### config.mk
export PLATFORM = sky130hd
export DESIGN_NAME = dt_inserter
export DESIGN_NICKNAME = d
export VERILOG_FILES = /design/src/rtl/dt_pkg.sv /design/src/rtl/dt_shadow_bank.sv /design/src/rtl/dt_edge_timer.sv /design/src/rtl/dt_inserter.sv
export SDC_FILE = /design/constraint.sdc
export NUM_CORES = 1
export LEC_CHECK = 0
export CAP_MARGIN = 20
export CORE_ASPECT_RATIO = 1.1
export CORE_MARGIN = 1
export CORE_UTILIZATION = 55
export CTS_CLUSTER_SIZE = 10
export DETAILED_ROUTE_END_ITERATION = 7
export HOLD_SLACK_MARGIN = 0.02
export PLACE_DENSITY = 0.74
export SYNTH_ARGS = -nofsm -noshare
export SYNTH_HDL_FRONTEND = slang
export SYNTH_HIERARCHICAL = 1
export SYNTH_SLANG_ARGS = --single-unit
### constraint.sdc
create_clock -name clk -period 1.79 [get_ports clk]
set_input_delay 0.179 -clock clk [delete_from_list [all_inputs] [get_ports clk]]
set_output_delay 0.179 -clock clk [all_outputs]
set_load 0.005 [all_outputs]
### src/rtl/dt_pkg.sv
package dt_pkg;
  // Index of each edge timer in the timer array
  localparam int IDX_RISE = 0;
  localparam int IDX_FALL = 1;
  localparam int N_EDGES  = 2;
endpackage

### src/rtl/dt_shadow_bank.sv
// Three-stage delay storage: shadow (written by software), active
// (loaded on commit), in-use (loaded at each ramp-cycle start).
module dt_shadow_bank #(
  parameter int DLY_W    = 8,
  parameter int CMD_W    = 16,
  parameter int ADDR_W   = 2,
  parameter int A_RISE   = 0,
  parameter int A_FALL   = 1,
  parameter int A_COMMIT = 2
) (
  input  logic              clk,
  input  logic              rst,
  input  logic              wr_en,
  input  logic [ADDR_W-1:0] wr_addr,
  input  logic [CMD_W-1:0]  wr_data,
  input  logic              cyc_start,
  output logic [DLY_W-1:0]  shd_rise,
  output logic [DLY_W-1:0]  shd_fall,
  output logic [DLY_W-1:0]  act_rise,
  output logic [DLY_W-1:0]  act_fall,
  output logic [DLY_W-1:0]  use_rise,
  output logic [DLY_W-1:0]  use_fall
);
  localparam int BYTE_LSB = CMD_W - DLY_W;

  logic             hit_rise, hit_fall, hit_commit;
  logic [DLY_W-1:0] wr_dly;

  always_comb begin
    wr_dly     = wr_data[CMD_W-1:BYTE_LSB];
    hit_rise   = wr_en && (wr_addr == ADDR_W'(A_RISE));
    hit_fall   = wr_en && (wr_addr == ADDR_W'(A_FALL));
    hit_commit = wr_en && (wr_addr == ADDR_W'(A_COMMIT));
  end

  always_ff @(posedge clk) begin
    if (rst) begin
      shd_rise <= '0;
      shd_fall <= '0;
      act_rise <= '0;
      act_fall <= '0;
      use_rise <= '0;
      use_fall <= '0;
    end else begin
      if (hit_rise) shd_rise <= wr_dly;
      if (hit_fall) shd_fall <= wr_dly;
      if (hit_commit) begin
        act_rise <= shd_rise;
        act_fall <= shd_fall;
      end
      if (cyc_start) begin
        use_rise <= act_rise;
        use_fall <= act_fall;
      end
    end
  end
endmodule

### src/rtl/dt_edge_timer.sv
// Down-counter that reports when a delayed edge is due. A trigger
// restarts the count; a zero delay fires in the trigger cycle itself.
module dt_edge_timer #(
  parameter int DLY_W = 8
) (
  input  logic             clk,
  input  logic             rst,
  input  logic             trig,
  input  logic [DLY_W-1:0] dly,
  output logic             fire
);
  localparam logic [DLY_W-1:0] ONE = DLY_W'(1);

  logic [DLY_W-1:0] cnt;

  always_ff @(posedge clk) begin
    if (rst) begin
      cnt <= '0;
    end else if (trig) begin
      cnt <= dly;
    end else if (cnt != '0) begin
      cnt <= cnt - ONE;
    end
  end

  always_comb begin
    if (trig) fire = (dly == '0);
    else      fire = (cnt == ONE);
  end
endmodule

### src/rtl/dt_inserter.sv
module dt_inserter #(
  parameter int DLY_W    = 8,
  parameter int CMD_W    = 16,
  parameter int ADDR_W   = 2,
  parameter int A_RISE   = 0,
  parameter int A_FALL   = 1,
  parameter int A_COMMIT = 2
) (
  input  logic              clk,
  input  logic              rst,
  input  logic              t1_evt,
  input  logic              t2_evt,
  input  logic              rise_sel,
  input  logic              wr_en,
  input  logic [ADDR_W-1:0] wr_addr,
  input  logic [CMD_W-1:0]  wr_data,
  output logic              pwm_out
);
  import dt_pkg::*;

  logic [DLY_W-1:0]   shd_rise, shd_fall;
  logic [DLY_W-1:0]   act_rise, act_fall;
  logic [DLY_W-1:0]   use_rise, use_fall;
  logic [N_EDGES-1:0] trig;
  logic [N_EDGES-1:0] fire;
  logic [DLY_W-1:0]   dly [N_EDGES];

  dt_shadow_bank #(
    .DLY_W(DLY_W), .CMD_W(CMD_W), .ADDR_W(ADDR_W),
    .A_RISE(A_RISE), .A_FALL(A_FALL), .A_COMMIT(A_COMMIT)
  ) u_bank (
    .clk      (clk),
    .rst      (rst),
    .wr_en    (wr_en),
    .wr_addr  (wr_addr),
    .wr_data  (wr_data),
    .cyc_start(t1_evt),
    .shd_rise (shd_rise),
    .shd_fall (shd_fall),
    .act_rise (act_rise),
    .act_fall (act_fall),
    .use_rise (use_rise),
    .use_fall (use_fall)
  );

  // t1-anchored edges take the active set (it is latched as in-use on
  // this same strobe); t2-anchored edges take the in-use set.
  always_comb begin
    trig[IDX_RISE] = rise_sel ? t2_evt : t1_evt;
    trig[IDX_FALL] = rise_sel ? t1_evt : t2_evt;
    dly[IDX_RISE]  = rise_sel ? use_rise : act_rise;
    dly[IDX_FALL]  = rise_sel ? act_fall : use_fall;
  end

  for (genvar g = 0; g < N_EDGES; g++) begin : g_tmr
    dt_edge_timer #(.DLY_W(DLY_W)) u_tmr (
      .clk (clk),
      .rst (rst),
      .trig(trig[g]),
      .dly (dly[g]),
      .fire(fire[g])
    );
  end

  // Turn-off has priority over turn-on
  always_ff @(posedge clk) begin
    if (rst)                 pwm_out <= 1'b0;
    else if (fire[IDX_FALL]) pwm_out <= 1'b0;
    else if (fire[IDX_RISE]) pwm_out <= 1'b1;
  end
endmodule

* Yosys cells after proc, flatten, opt, wreduce, memory -nomap -nowiden
Cells that the tools add are included.
** Word-level totals
- Output and inout bits :: 1
- Word-level logic and storage cells :: 36
- Bits of input ports :: 24
- Register bits :: 65
** Operators by class
- Multiplexer cells :: 10
- Reduce and logical (&&, ||, !) cells :: 11
- Equal/unequal tests :: 4
- Add/subtract/negate cells :: 2
** Operators by type and width (count)
- 2-to-1 mux 8 bit :: 6
- equality test 8 x 1 -> 1 bit, second input constant :: 2
- logical NOT 8 bit :: 2
- nonzero test 8 bit :: 2
- subtractor 8 x 1 -> 8 bit, second input constant :: 2
- 2-to-1 mux 1 bit :: 4
- nonzero test 2 bit :: 2
- logical AND 1 bit :: 3
- equality test 2 x 1 -> 1 bit, second input constant :: 1
- equality test 2 bit, second input constant :: 1
- logical NOT 2 bit :: 1
- OR reduction 2 bit :: 1

* Longest topological paths before layout
Gate-level depths: netlist of the first run.
- Depth after elaboration :: 4
- Gate-level depth with buffers :: 9
- Gate-level depth less buffers :: 7

* By module
The synthesis of the first run kept the hierarchy.
** Modules (own cells, without submodules)
- dt_shadow_bank :: sequential area each 960.9 um^2, times used 1, cells each 170, area an instance 1873.0 um^2
- dt_edge_timer :: sequential area each 160.2 um^2, times used 2, cells each 61, area an instance 505.5 um^2
- dt_inserter :: sequential area each 20.0 um^2, times used 1, cells each 23, area an instance 300.3 um^2

* Worst setup path after synthesis of the first run
OpenSTA, ideal clock, no wires.
- Kind :: register -> register
- Start :: reg g_tmr[0].u_tmr.cnt[2]
- End :: reg g_tmr[0].u_tmr.cnt[6]
- Period minus slack after synthesis :: 1.609 ns
- Data required time :: 1.661 ns
- Slack :: 0.181 ns
- Stages on the path, launching flop included :: 6
- Arrival :: 1.480 ns
- Path through :: dfxtp_1 or4_1 buf_2 nor4_1 a21o_2 a211oi_1
** On the way
- Longest elaborated chain between the ends :: 3
- Elaborated cells on any way between the ends :: 5
** RTL lines
- start: declaration :: RTL line dt_edge_timer.sv:14 : logic [DLY_W-1:0] cnt;
- start signal: assignment :: RTL line dt_edge_timer.sv:20 : cnt <= dly;
- start signal: assignment :: RTL line dt_edge_timer.sv:22 : cnt <= cnt - ONE;
- subtractor 8 x 1 -> 8 bit :: RTL line dt_edge_timer.sv:22
- 2-to-1 mux 8 bit :: RTL line dt_edge_timer.sv:21 : end else if (cnt != '0) begin
- 2-to-1 mux 8 bit :: RTL line dt_edge_timer.sv:19 : end else if (trig) begin
Several ways; a longest one is shown, not always the timed one. The select of a mux whose other input is x is not followed.
A chain may end at the register's enable or synchronous reset.

* Worst setup path in the final report of the first run
- Start :: reg g_tmr[1].u_tmr.cnt[3]
- End :: reg g_tmr[1].u_tmr.cnt[7]
** On the way
- Longest elaborated chain between the ends :: 3
- Elaborated cells on any way between the ends :: 5
** RTL lines (RTL line)
- start: declaration :: dt_edge_timer.sv:14
- start signal: assignment :: dt_edge_timer.sv:20
- start signal: assignment :: dt_edge_timer.sv:22
- subtractor 8 x 1 -> 8 bit :: dt_edge_timer.sv:22
- 2-to-1 mux 8 bit :: dt_edge_timer.sv:21
- 2-to-1 mux 8 bit :: dt_edge_timer.sv:19
Several ways; a longest one is shown, not always the timed one. The select of a mux whose other input is x is not followed.

==> results of run 1 <==
[power groups by stage]
| stage | Combinational [mW] | Clock, mW | Sequential [mW] |
|---|---|---|---|
| after floorplan | 0.725 | 0 | 1.66 |
| after global placement | 0.991 | 0 | 1.65 |
| after detailed placement | 1.00 | 0 | 1.65 |
| after CTS | 1.03 | 1.06 | 1.62 |
| after global routing | 1.15 | 1.12 | 1.63 |
| final | 1.06 | 1.02 | 1.63 |
[kinds of logic after synthesis]
| kind of cell | synth area share |
|---|---|
| multiplexers | 0.2263 |
| AO/OA/AOI/OAI | 0.06365 |
| flip-flops | 0.4086 |
| adder cells (fa/ha/maj) | 0.02358 |
| XOR/XNOR | 0.02751 |
| buffers and inverters | 0.04519 |
| AND/OR/NAND/NOR | 0.2051 |
[cell type report]
cell class | instances | area (um^2)
tap | 75 | 93.84
inverter | 8 | 30.03
fill | 483 | 1744
timing repair buffer | 42 | 361.6
clock inverter | 3 | 17.52
sequential | 65 | 1301
multi-input combinational | 224 | 1778
clock buffer | 13 | 138.9
[stage by stage]
step	cells	setup slack, ns	util	total power, mW	cell area [um^2]
after floorplan	315	0.1809	-	2.385	3184
after global placement	412	-0.3185	0.6426	2.637	3512
after detailed placement	412	-0.4205	0.6426	2.656	3512
after CTS	430	0.04296	0.6774	3.705	3702
after global routing	430	0.01558	0.6809	3.910	3721
final	430	0.08481	0.6809	3.704	3721
[worst max-delay path by stage]
stage                                     start               endpoint  slack, ns  depth (start not counted)
after floorplan           g_tmr[0].u_tmr/cnt[2]  g_tmr[0].u_tmr/cnt[6]       0.18                          5
after detailed placement               rise_sel                pwm_out      -0.42                          8
after CTS                    u_bank/act_rise[5]                pwm_out       0.04                          6
final                     g_tmr[1].u_tmr/cnt[3]  g_tmr[1].u_tmr/cnt[7]       0.08                          5
after global routing      g_tmr[1].u_tmr/cnt[3]  g_tmr[1].u_tmr/cnt[7]       0.02                          5
after global placement                 rise_sel                pwm_out      -0.32                          8
[tightest hold or removal path: stages]
cell and delay (ns):
clkdlybuf4s50_1 0.39, nand2b_1 0.09, mux2i_1 0.07
[sequential cells by signal, indices dropped and copies added (netlist names)]
| name | cells |
|---|---|
| pwm_out | 1 |
| u_bank/act_fall | 8 |
| u_bank/act_rise | 8 |
| u_bank/use_fall | 8 |
| u_bank/use_rise | 8 |
| u_bank/shd_rise | 8 |
| u_bank/shd_fall | 8 |
| g_tmr.u_tmr/cnt | 16 |
[cells in the final DEF (no fill, tap or decap), types with 3 or more instances in the layout]
| cell | Yosys | routed |
|---|---|---|
| clkbuf_1 | 5 | 4 |
| ha_1 | 6 | 6 |
| nand2b_1 | 40 | 40 |
| mux2i_1 | 48 | 48 |
| buf_4 | 1 | 25 |
| inv_1 | 8 | 8 |
| or4_1 | 4 | 3 |
| clkbuf_8 | 0 | 9 |
| nor4_4 | 2 | 3 |
| a211oi_1 | 4 | 4 |
| nor2_1 | 33 | 33 |
| clkdlybuf4s50_1 | 0 | 14 |
| mux2_2 | 8 | 8 |
| a21oi_1 | 8 | 8 |
| dfxtp_1 | 65 | 65 |
| xnor2_1 | 8 | 8 |
| nor3_1 | 3 | 3 |
| nand2_1 | 16 | 16 |
| mux2_4 | 10 | 10 |
[per-layer routing]
metal / track usage / vias to the layer above / share of wire
li1: - / 1162 / -
met1: 0.2594 / 1041 / 0.48
met2: 0.3505 / 40 / 0.47
met3: 0.04417 / 10 / 0.031
met4: 0.06981 / 0 / 0.015
met5: 0 / - / 0
[what timing repair did]
action	in CTS	in global routing
gates resized for setup	4	4
buffers inserted	2	0
pin swaps	2	1
setup endpoints to repair	1	6
==> impl_metrics.yaml, run 1 <==
global_route:
  antenna_found_initial: 0
  track_usage: 0.2069
  grt_max_degree: 68
  overflow: 0
  grt_pass1_vias: 2137
  grt_pass1_wl_mm: 9.459
route:
  ant_nets: 0
  wl_mm: 5.820
  drc: 0
  viasPerCell: 5.240
  vias: 2253
  first_pass_iters: 4
  wl_per_cell_um: 13.53
  drt_iter0_markers: 81
logic_synthesis:
  syn_avg_cell_area_um2: 10.11
  synth_top_area_cell: "dfxtp_1"
  mappedNetlistArea_um2: 3184
  async_flop_share: 0
  synth_top_cell_area_share: 0.4086
  netlist_instances: 315
  ys_ff_latch: 65
  yosys-top-cells-count: "dfxtp_1 (65), mux2i_1 (48), nand2b_1 (40)"
  synthTopCellsByArea: "dfxtp_1 (41%), mux2i_1 (15%), nand2b_1 (7.9%)"
  yosys_warnings: 6
  ys_dominant_reg_cell: "dfxtp_1"
  synth_cell_type_count: 37
  synth_nets: 345
  yosysMostFrequentCell: "dfxtp_1"
  synth_edf_count: 0
  ys_seq_area_frac: 0.4086
power:
  p_switching_mw: 1.119
  p_per_area_nw_per_um2: 995.3
  p_clk_frac: 0.276
  power_leakage_nw: 1.584
  vdd_drop_max_uv: 685.9
  pwr-share-seq: 0.439
  switching_share: 0.3022
  p_int_mw: 2.584
  comb_power_share: 0.285
min_path:
  min_to: "u_bank/shd_rise[4]"
  hold_depth: 3
  hp-start: "wr_data[12]"
  min_path_type: "input pin to register"
status:
  status: "completed"
worst_setup_path:
  worstPathRequired_ns: 2.05
  criticalPathCategory: "register to register"
  r2r-start: "g_tmr[1].u_tmr/cnt[3]"
  end_kind: "register"
  cpMaxStageDelayCell: "or4_1"
  path_buf_inv: 1
  cp_slowest_stage_delay_ns: 0.64
  critPathMaxFanout: 5
  path_delay_family: "simple AND/OR/NAND/NOR gates"
  r2r_setup_slack_ns: 0.08
  path_cells: "or4_1 -> buf_4 -> nor4_4 -> xnor2_1 -> a211oi_2"
  r2r-end: "g_tmr[1].u_tmr/cnt[7]"
  cp-start-kind: "register"
  worstRegToRegCells: 5
  critPathArrivalTime_ns: 1.96
final_layout:
  final_nets: 380
  area_growth_pct: 16.86
  drive_gt1_frac: 0.2113
  antenna_cells: 0
sta:
  min_period_over_period: 0.9526
  tightest_slew_ns: 0.9520
  period_needed_ns: 1.705
  finalSetupViolCount: 0
  drv_slew: 0
  rsz0062_at_grt: "no"
  clock_skew_ns: 0.008195
  max_freq_mhz: 586.4
  relSlewSlack: 0.3653
  fin_setup_tns_ns: 0
  hold_viol_final: 0
  hold-worst-slack_ns: 0.4535
die:
  rows: 28
  die_w_um: 74.55
  dieArea_um2: 6099
  initial_core_util: 0.5826
  io_pins: 25
  die_y_um: 81.81
  coreArea_um2: 5465
cts:
  clock-sinks: 65
  numCtsBuffers: 9
  cts.clk_slew.worst_paths_ns: 0.07
  h-tree-depth: 3
  cts_tree: "yes"
  hold_buffers: 0
  clockBufferDepth: 2
  cts-root-buf: "clkbuf_8"
  clk_latency_ns: 0.34
placement:
  io_buffers: 16
  dp_hpwl_mm: 4.113
  place.gp.congestion: 0.8211
run:
  maxCapViolations: 0
Power figures use the tool's default switching activity.
==> run 2: changes to the inputs <==
--- a/config.mk
+++ b/config.mk
@@ -6,7 +6,6 @@
 export NUM_CORES = 1
 export LEC_CHECK = 0
 export CAP_MARGIN = 20
-export CORE_ASPECT_RATIO = 1.1
 export CORE_MARGIN = 1
 export CORE_UTILIZATION = 55
 export CTS_CLUSTER_SIZE = 10
==> impl_metrics.yaml, run 2 (same netlist as run 1, synthesis figures left out) <==
final_layout:
  drive_gt1_frac: 0.2241
  area_growth_pct: 20.08
  final_nets: 382
  largest_register: "g_tmr.u_tmr/cnt"
  final_cell_mix: "dfxtp_1 (65), mux2i_1 (48), nand2b_1 (40)"
  final_common_cell: "dfxtp_1"
  nFillCells: 455
  largest_register_ffs: 16
  final_cells: 429
  post-route-util: 0.6902
  antenna_cells: 0
die:
  die_y_um: 78.09
  coreArea_um2: 5540
  die_w_um: 78.09
  rows: 27
  initial_core_util: 0.5748
  io_pins: 25
  dieArea_um2: 6098
cts:
  cts.clk_slew.worst_paths_ns: 0.07
  hold_buffers: 0
  clock-sinks: 65
  clockBufferDepth: 2
  cts-root-buf: "clkbuf_8"
  cts_tree: "yes"
  h-tree-depth: 3
  clk_latency_ns: 0.34
  numCtsBuffers: 9
placement:
  place_inst: 413
  io_buffers: 16
  dp_hpwl_mm: 4.248
  place.gp.congestion: 0.8301
worst_setup_path:
  r2r_setup_slack_ns: 0.11
  critical_path.most_common_cell: "buf_12"
  crit_cells: 8
  worstRegToRegCells: 5
  cpMaxStageDelayCell: "clkdlybuf4s50_1"
  critPathArrivalTime_ns: 1.96
  cp-endpoint: "pwm_out"
  critical_path.startpoint: "rise_sel"
  worstPathRequired_ns: 2.01
  critPathMaxFanout: 10
  end_kind: "register"
  r2r-start: "g_tmr[1].u_tmr/cnt[2]"
  path_delay_family: "buffers and inverters"
  cp_slowest_stage_delay_ns: 0.51
  cp-start-kind: "input pin"
  criticalPathCategory: "input pin to register"
  r2r-end: "g_tmr[1].u_tmr/cnt[5]"
  path_buf_inv: 3
  path_cells: "clkdlybuf4s50_1 -> buf_12 -> buf_12 -> mux2_4 -> nor4_1 -> nand2_1 -> o41ai_2 -> nor3_1"
global_route:
  track_usage: 0.2205
  grt_pass1_wl_mm: 10.25
  grt_max_degree: 33
  overflow: 0
  antenna_found_initial: 0
  grt_pass1_vias: 2189
sta:
  rsz0062_at_grt: "no"
  clock_skew_ns: 0.004790
  period_needed_ns: 1.743
  tightest_slew_ns: 0.5544
  drv_slew: 0
  hold-worst-slack_ns: 0.3148
  hold_viol_final: 0
  min_period_over_period: 0.9738
  fin_setup_tns_ns: 0
  relSlewSlack: 0.6304
  max_freq_mhz: 573.7
  finalSetupViolCount: 0
route:
  wl_met3_um: 185
  drt_iter0_markers: 46
  first_pass_iters: 4
  top_layer_used: "met4"
  ant_nets: 0
  drc: 0
  wl_per_cell_um: 13.92
  vias: 2238
  wl_met1_mm: 2.853
  wl_mm: 5.970
  wl_met2_mm: 2.797
  viasPerCell: 5.217
power:
  vdd_drop_max_uv: 576.6
  power_leakage_nw: 1.634
  p_per_area_nw_per_um2: 1065
status:
  status: "completed"
min_path:
  min_path_type: "input pin to register"
  hold_depth: 2
  hp-start: "rst"
run:
  maxCapViolations: 0
-- run 2: changes by cell type in the layout (fill, tap and decap cells not counted), moves of 2 or more --
cell,delta
buf_12,+2
clkbuf_1,-3
bufinv_16,+2
clkbuf_8,+2
clkinv_2,-2
-- run 2: final cells by class --
cell class                 count  area, um^2  area share
multi-input combinational    224        1769      0.4627
sequential                    65        1301      0.3403
clock buffer                  12       155.1     0.04058
tap                           72       90.09     0.02356
inverter                       8       30.03    0.007853
timing repair buffer          44       402.9      0.1054
clock inverter                 4       75.07     0.01963
-- run 2: metal layers --
metal / vias up / GRT usage
li1: 1164 / -
met1: 1024 / 0.2801
met2: 40 / 0.3500
met3: 10 / 0.03953
met4: 0 / 0.1296
met5: - / 0
-- run 2: what timing repair did --
action / in CTS / in global routing
buffers inserted: 0 / 0
resized for setup: 1 / 4
cloned: 0 / 0
setup endpoints to repair: 1 / 7
-- run 2: worst min path at each step --
stage,end,slack (ns)
5_1_grt,u_bank/use_fall[7],0.33
3_5_place_dp,u_bank/shd_rise[0],0.48
2_1_floorplan,g_tmr[0].u_tmr/cnt[1],0.25
6_report,u_bank/use_fall[7],0.31
4_1_cts,u_bank/use_fall[6],0.30
3_3_place_gp,u_bank/use_fall[5],0.47
-- run 2: power by group --
group          total, mW  leakage (nW)  switching, mW  internal, mW
combinational       1.03         0.998          0.495         0.536
sequential          1.62         0.528         0.0766          1.55
clock               1.42         0.109          0.558         0.860
total               4.07          1.63           1.13          2.94
-- run 2: per-stage QoR --
step | power, mW | worst slack (ns) | cell area [um^2]
floorplan | 2.385 | 0.1809 | 3184
global placement | 2.654 | -0.3070 | 3563
detailed placement | 2.658 | -0.3619 | 3563
CTS | 4.095 | 0.02233 | 3801
global route | 4.287 | 0.0002356 | 3824
finish | 4.071 | 0.04691 | 3824
